==> src/rtl/rs_pkg.sv <==
package rs_pkg;
  // Mode code is {reference negative, output above reference}
  typedef enum logic [1:0] {
    MD_FWD_POS = 2'b00,  // mode 1
    MD_REV_POS = 2'b01,  // mode 2
    MD_REV_NEG = 2'b10,  // mode 4
    MD_FWD_NEG = 2'b11   // mode 3
  } mode_e;

  localparam int MODE_W = $bits(mode_e);

  function automatic mode_e decode_mode(input logic ref_neg, input logic err_over);
    return mode_e'({ref_neg, err_over});
  endfunction
endpackage

==> src/rtl/rs_mode_latch.sv <==
module rs_mode_latch
  import rs_pkg::*;
(
  input  logic   clk,
  input  logic   rst_n,
  input  logic   cyc_start,
  input  logic   ref_neg,
  input  logic   err_over,
  output mode_e  mode_q,
  output logic   vld_q
);
  mode_e mode_d;
  logic  vld_d;

  always_comb begin
    mode_d = mode_q;
    vld_d  = vld_q;
    if (cyc_start) begin
      mode_d = decode_mode(ref_neg, err_over);
      vld_d  = 1'b1;
    end
  end

  always_ff @(posedge clk or negedge rst_n) begin
    if (!rst_n) begin
      mode_q <= MD_FWD_POS;
      vld_q  <= 1'b0;
    end else begin
      mode_q <= mode_d;
      vld_q  <= vld_d;
    end
  end
endmodule

==> src/rtl/rs_limit_hold.sv <==
module rs_limit_hold (
  input  logic clk,
  input  logic rst_n,
  input  logic cyc_start,
  input  logic ilim,
  output logic blk
);
  logic hold_q, hold_d;

  // cleared at each cycle start, set by any limit hit within the cycle
  always_comb hold_d = (cyc_start ? 1'b0 : hold_q) | ilim;

  always_ff @(posedge clk or negedge rst_n) begin
    if (!rst_n) hold_q <= 1'b0;
    else        hold_q <= hold_d;
  end

  assign blk = hold_q | ilim;
endmodule

==> src/rtl/rs_gate_mux.sv <==
module rs_gate_mux
  import rs_pkg::*;
(
  input  logic  clk,
  input  logic  rst_n,
  input  logic  en,
  input  logic  vld,
  input  mode_e mode,
  input  logic  pwm_in,
  input  logic  rect_ph,
  input  logic  blk,
  output logic  pri_q,
  output logic  nsec_q,
  output logic  psec_q
);
  logic pw, rect, live;
  logic pri_d, nsec_d, psec_d;

  always_comb begin
    pw     = pwm_in & ~blk;
    rect   = rect_ph & ~pwm_in;
    live   = en & vld;
    pri_d  = 1'b0;
    nsec_d = 1'b0;
    psec_d = 1'b0;
    unique case (mode)
      MD_FWD_POS: begin pri_d = pw;  psec_d = rect; end
      MD_REV_POS: begin nsec_d = pw; end
      MD_FWD_NEG: begin pri_d = pw;  nsec_d = rect; end
      MD_REV_NEG: begin psec_d = pw; end
      default:    ;
    endcase
    pri_d  = pri_d  & live;
    nsec_d = nsec_d & live;
    psec_d = psec_d & live;
  end

  always_ff @(posedge clk or negedge rst_n) begin
    if (!rst_n) begin
      pri_q  <= 1'b0;
      nsec_q <= 1'b0;
      psec_q <= 1'b0;
    end else begin
      pri_q  <= pri_d;
      nsec_q <= nsec_d;
      psec_q <= psec_d;
    end
  end
endmodule

==> src/rtl/rs_steer_top.sv <==
module rs_steer_top
  import rs_pkg::*;
#(
  parameter bit PSEC_INV = 1'b1
) (
  input  logic clk,
  input  logic rst_n,
  input  logic en,
  input  logic cyc_start,
  input  logic ref_neg,
  input  logic err_over,
  input  logic pwm_in,
  input  logic rect_ph,
  input  logic ilim,
  output logic pri_g,
  output logic nsec_g,
  output logic psec_gn
);
  mode_e mode_w;
  logic  vld_w, blk_w, psec_act;

  rs_mode_latch i_mode (
    .clk(clk), .rst_n(rst_n), .cyc_start(cyc_start),
    .ref_neg(ref_neg), .err_over(err_over),
    .mode_q(mode_w), .vld_q(vld_w)
  );

  rs_limit_hold i_lim (
    .clk(clk), .rst_n(rst_n), .cyc_start(cyc_start),
    .ilim(ilim), .blk(blk_w)
  );

  rs_gate_mux i_mux (
    .clk(clk), .rst_n(rst_n), .en(en), .vld(vld_w), .mode(mode_w),
    .pwm_in(pwm_in), .rect_ph(rect_ph), .blk(blk_w),
    .pri_q(pri_g), .nsec_q(nsec_g), .psec_q(psec_act)
  );

  generate
    if (PSEC_INV) begin : g_pch_inv
      assign psec_gn = ~psec_act;
    end else begin : g_pch_true
      assign psec_gn = psec_act;
    end
  endgenerate
endmodule

==> config.mk <==
export PLATFORM = sky130hd
export DESIGN_NAME = rs_steer_top
export DESIGN_NICKNAME = d
export VERILOG_FILES = /design/src/rtl/rs_pkg.sv /design/src/rtl/rs_mode_latch.sv /design/src/rtl/rs_limit_hold.sv /design/src/rtl/rs_gate_mux.sv /design/src/rtl/rs_steer_top.sv
export SDC_FILE = /design/constraint.sdc
export NUM_CORES = 1
export LEC_CHECK = 0
export BUFFER_PORTS_ARGS = -buffer_cell sky130_fd_sc_hd__buf_2
export CAP_MARGIN = 40
export CORE_AREA = 2 2 39 41
export DETAILED_ROUTE_END_ITERATION = 6
export DIE_AREA = 0 0 41 43
export GPL_TIMING_DRIVEN = 0
export PLACE_DENSITY = 0.54
export SYNTH_ARGS = -nofsm -noshare
export SYNTH_HDL_FRONTEND = slang
export SYNTH_SLANG_ARGS = --single-unit
==> constraint.sdc <==
create_clock -name clk -period 1.2 [get_ports clk]
set_clock_uncertainty 0.15 [all_clocks]
set_input_delay 0.18 -clock clk [delete_from_list [all_inputs] [get_ports clk]]
set_output_delay 0.18 -clock clk [all_outputs]
set_load 0.05 [all_outputs]
# == Yosys cells after proc, flatten, opt, wreduce, memory -nomap -nowiden ==
# Index checks and enable logic that the tools add are counted.
# word_totals
register_bits,7
output_inout_bits,3
word_cells,26
# classes
eq_ne,3
n_mux,4
n_bitwise,11
n_reduce_logical,2
# ops
operator,count
1-bit bitwise AND,6
"2-bit equality test, second input constant",2
1-bit one-hot mux with 2 select lines,2
1-bit NOT,3
"2-bit by 1-bit equality test with 1-bit output, second input constant",1
2-bit logical NOT,1
1-bit two-way mux,2
1-bit bitwise OR,2
2-bit OR reduction,1

# == Depth between registers and ports, before layout ==
# depth
ltp_word,5
mapped_depth,4

# == Modules after synthesis ==
# From an unflattened synthesis, not the netlist that was laid out.
# unflattened
cells_unflattened,28
area_unflattened_um2,341.6
# by_module_without_submodules
mod,instances,cells_each,area_per_inst_um2
rs_gate_mux,1,17,191.4
rs_mode_latch,1,6,103.8
rs_limit_hold,1,4,42.5
rs_steer_top,1,1,3.8

# == Worst setup path before layout ==
# OpenSTA, ideal clock, no wires.
# synth_timing
path_kind,register to register
start,register i_mode.mode_q[0]
end,register i_mux.pri_q
arrival_time_ns,0.946
required_ns,0.949
path_slack_ns,0.003
path_stages_with_launch,5
n_path_buf,0
period_less_slack_ns,1.197
path_cell_list,dfrtp_1 -> inv_1 -> ha_1 -> nand2b_1 -> nor4_1
# synth_via
elab_chain_len,4
elab_cells_between_ends,5
classes_between,eq/ne (1); mux (1); bitwise (1); reduce/logical (2)
# synth_rtl
item,line,rtl
from (decl),rs_mode_latch.sv:9,"output mode_e mode_q,"
from (signal assigned),rs_mode_latch.sv:29,mode_q <= mode_d;
2-bit equality test / 2-bit logical NOT (equally long branches),rs_gate_mux.sv:26,unique case (mode)
2-bit OR reduction (no source line) *,--,
1-bit two-way mux *,rs_gate_mux.sv:26,
1-bit bitwise AND *,rs_gate_mux.sv:33,pri_d = pri_d & live;
named net i_mux.pri_d,rs_gate_mux.sv:17,"logic pri_d, nsec_d, psec_d;"
to (signal assigned),rs_gate_mux.sv:44,pri_q <= pri_d;
to (decl),rs_gate_mux.sv:12,"output logic pri_q,"
# Mark *: on every way through the listed nets, which the timed path passes. The rest lies on a longest branch.
# A chain may end at the register's enable or synchronous reset.

# == Final worst setup path ==
# layout_timing
start,register i_mode.mode_q[1]
end,register i_mux.pri_q
# Same word-level chain as after synthesis.

==> impl_metrics.env <==
export IMPL_nets=69
export IMPL_min_to="i_mode.mode_q[1]"
export IMPL_initial_utilization_pct=24.3
export IMPL_worstReg2RegEnd="i_mux.pri_q"
export IMPL_yosys_warnings=0
export IMPL_cts_made_buffers=3
export IMPL_synth_avg_cell_area_um2=11.2
export IMPL_antenna_left=0
export IMPL_synth_compound_area_share_pct=8.55
export IMPL_fin_crit_ps=1170
export IMPL_end_kind="flip-flop"
export IMPL_slew_viol_final=0
export IMPL_holdCritStartpoint="cyc_start"
export IMPL_async_reset_ff_share_pct=100
export IMPL_drc=0
export IMPL_first_pass_iters=2
export IMPL_cp_slowest_stage_delay_ps=380
export IMPL_fin_ws_ps=29.2
export IMPL_r2r_cells=4
export IMPL_cts_tree="built"
export IMPL_yosys_area_share_simple_pct=20.1
export IMPL_setup_violations=0
export IMPL_synth_top_family_by_area="simple AND/OR/NAND/NOR gates"
export IMPL_netlist_instances=30
export IMPL_top_layer="met3"
export IMPL_power_density_nw_per_um2=1020
export IMPL_clockBufferDepth=2
export IMPL_syn_cell_area_um2=337
export IMPL_grt_max_degree=8
export IMPL_yosysTopAreaCell="dfrtp_1"
export IMPL_crit_family="flip-flops"
export IMPL_grt_pass1_wl_um=1080
export IMPL_worst_path_max_delay_cell="dfrtp_1"
export IMPL_yosysMostFrequentCell="dfrtp_1"
export IMPL_cts_root_buf="clkbuf_4"
export IMPL_clock_fmax_mhz=854
export IMPL_synthMuxAreaShare_pct=0
export IMPL_hold_path_class="in2reg"
export IMPL_final_hold_violation_count=0
export IMPL_synth_ff_type="dfrtp_1"
export IMPL_port_buffers=11
export IMPL_antenna_cells=0
export IMPL_switchingPower_mw=0.156
export IMPL_dp_hpwl_um=480
export IMPL_num_vias=292
export IMPL_status="complete, no violations"
export IMPL_crit_chain="inv_2 > ha_4 > nand2b_4 > nor4_2"
export IMPL_clkTransAtPathRegs_ps=50
export IMPL_power_leakage_nw=0.276
export IMPL_area_delta_synth_final_pct=75.8
export IMPL_num_rows=14
export IMPL_synth_top_area_share_pct=52.0
export IMPL_drive_gt1_share_pct=56.4
export IMPL_dieWidth_um=41
export IMPL_ys_ff_latch=7
export IMPL_slew_headroom_pct=83.5
export IMPL_finalPower_mw=0.606
export IMPL_hold_path_depth=2
export IMPL_cts_max_level=1
export IMPL_p_int_mw=0.451
export IMPL_share_comb_of_total_power_pct=23.3
export IMPL_core_area_um2=1380
export IMPL_dp_cells=57
export IMPL_tightest_slew_ps=249
export IMPL_grt_overflow_total=0
export IMPL_gp_congestion=0.706
export IMPL_yosys_top_cells_area="dfrtp_1, ha_1, nand4bb_1"
export IMPL_rrSetupSlack_ps=30
export IMPL_start_kind="flip-flop"
export IMPL_crit_path_max_fanout=2
export IMPL_cp_arrival_ps=1180
export IMPL_grt_usage_pct=10.1
export IMPL_period_share_pct=97.6
export IMPL_finalNonFillerCells=71
export IMPL_detail_route_wl_per_cell_um=10.7
export IMPL_cts_sinks=7
export IMPL_wl_met3_um=59
export IMPL_synthXorXnorAreaFrac_pct=0
export IMPL_die_h_um=43
export IMPL_rsz0062_at_grt="yes"
export IMPL_reg2reg_from="i_mode.mode_q[1]"
export IMPL_drv_cap=0
export IMPL_viasPerCell=4.11
export IMPL_pwr_share_seq_pct=42.0
export IMPL_pwr_share_clk_pct=34.7
export IMPL_synth_seq_area_share_pct=52.0
export IMPL_met2_length_um=391
export IMPL_grt_pass1_vias=277
export IMPL_drt_iter0_drc=4
export IMPL_worstSetupPathType="reg2reg"
export IMPL_switching_share_pct=25.7
export IMPL_setup_tns_ps=0
export IMPL_num_io_pins=12
export IMPL_synth_edf_count=0
export IMPL_die_area_um2=1760
export IMPL_cp_buffers_inverters=1
export IMPL_dp_slack_ps=-115
export IMPL_antenna_found_initial=0
export IMPL_synth_adder_area_share_pct=14.9
export IMPL_yosysUniqueCellTypes=12
export IMPL_netlist_top_cells_count="dfrtp_1, ha_1, inv_1, nand2_1"
export IMPL_wl_met1_um=307
export IMPL_worstSkewPairLatency_ps=240
export IMPL_crit_required_ps=1210
export IMPL_drt_total_wl_um=758
export IMPL_ir_drop_mv=0.520
export IMPL_synth_nets=43
-- power groups by stage --
stage / sequential, mW / clock, mW / combinational (mW)
finish: 0.255 / 0.211 / 0.141
global route: 0.256 / 0.238 / 0.155
CTS: 0.254 / 0.221 / 0.115
detailed placement: 0.259 / 0 / 0.0691
global placement: 0.259 / 0 / 0.0686
floorplan: 0.263 / 0 / 0.0334
-- worst max-delay path by stage --
| stage | startpoint | endpoint | depth (start not counted) |
|---|---|---|---|
| 2_1_floorplan | i_mode.mode_q[0] | i_mux.pri_q | 4 |
| 3_3_place_gp | i_mode.mode_q[0] | i_mux.pri_q | 4 |
| 3_5_place_dp | i_mode.mode_q[0] | i_mux.pri_q | 4 |
| 4_1_cts | i_mode.mode_q[0] | i_mux.pri_q | 4 |
| 5_1_grt | i_mode.mode_q[1] | i_mux.pri_q | 4 |
| 6_report | i_mode.mode_q[1] | i_mux.pri_q | 4 |
-- area by class of cell --
type | count | area (um2)
fillers | 132 | 792
clock buffers | 4 | 26.3
well taps | 16 | 20.0
inverters | 4 | 15.0
flip-flops and latches | 7 | 175
multi-input cells | 19 | 201
repair buffers | 21 | 154
-- sequential cells by signal (all words and copies together), names as in the netlist --
register	count
i_mode.vld_q	1
i_mux.nsec_q	1
i_mux.psec_q	1
i_mux.pri_q	1
i_mode.mode_q	2
i_lim.hold_q	1
-- layer usage --
layer / track usage [%] / up-vias
met3: 9.42 / 0
met4: 2.00 / 0
met5: 0 / -
met2: 15.6 / 11
li1: - / 152
met1: 9.57 / 129
-- cells by family after synthesis --
logic type,count (synthesis)
adder cells (fa/ha/maj),4
flip-flops,7
AO/OA/AOI/OAI,5
AND/OR/NAND/NOR,10
buffers and inverters,4
-- cell usage in the layout (no fill, tap or decap) --
cell type      count
buf_2             10
dfrtp_1            7
dlygate4sd3_1      4
buf_4              4
nand2_1            3
inv_2              3
ha_4               3
clkbuf_4           3
buf_6              3
nand3b_1           2
nand4bb_1          2
o21ai_0            2
a21oi_1            1
a21oi_2            1
nand2b_4           1
nor4_2             1
or2_2              1
inv_1              1
a21o_2             1
ha_1               1
clkbuf_1           1
-- through the flow --
stage	hold WS, ps	area [um2]	utilization, %
3_3_place_gp	-131	412	29.7
2_1_floorplan	-266	337	-
5_1_grt	41.7	592	42.8
6_report	22.7	592	42.8
3_5_place_dp	-129	412	29.7
4_1_cts	19.7	537	38.8
-- what timing repair did --
item,CTS,global route
pin swaps,1,5
buffers inserted,4,2
gates resized for setup,6,9
hold buffers,4,0
hold endpoints to repair,10,0
endpoints found under the setup margin,2,4
cloned,0,0
No activity file was read; power rests on OpenSTA's default activity.
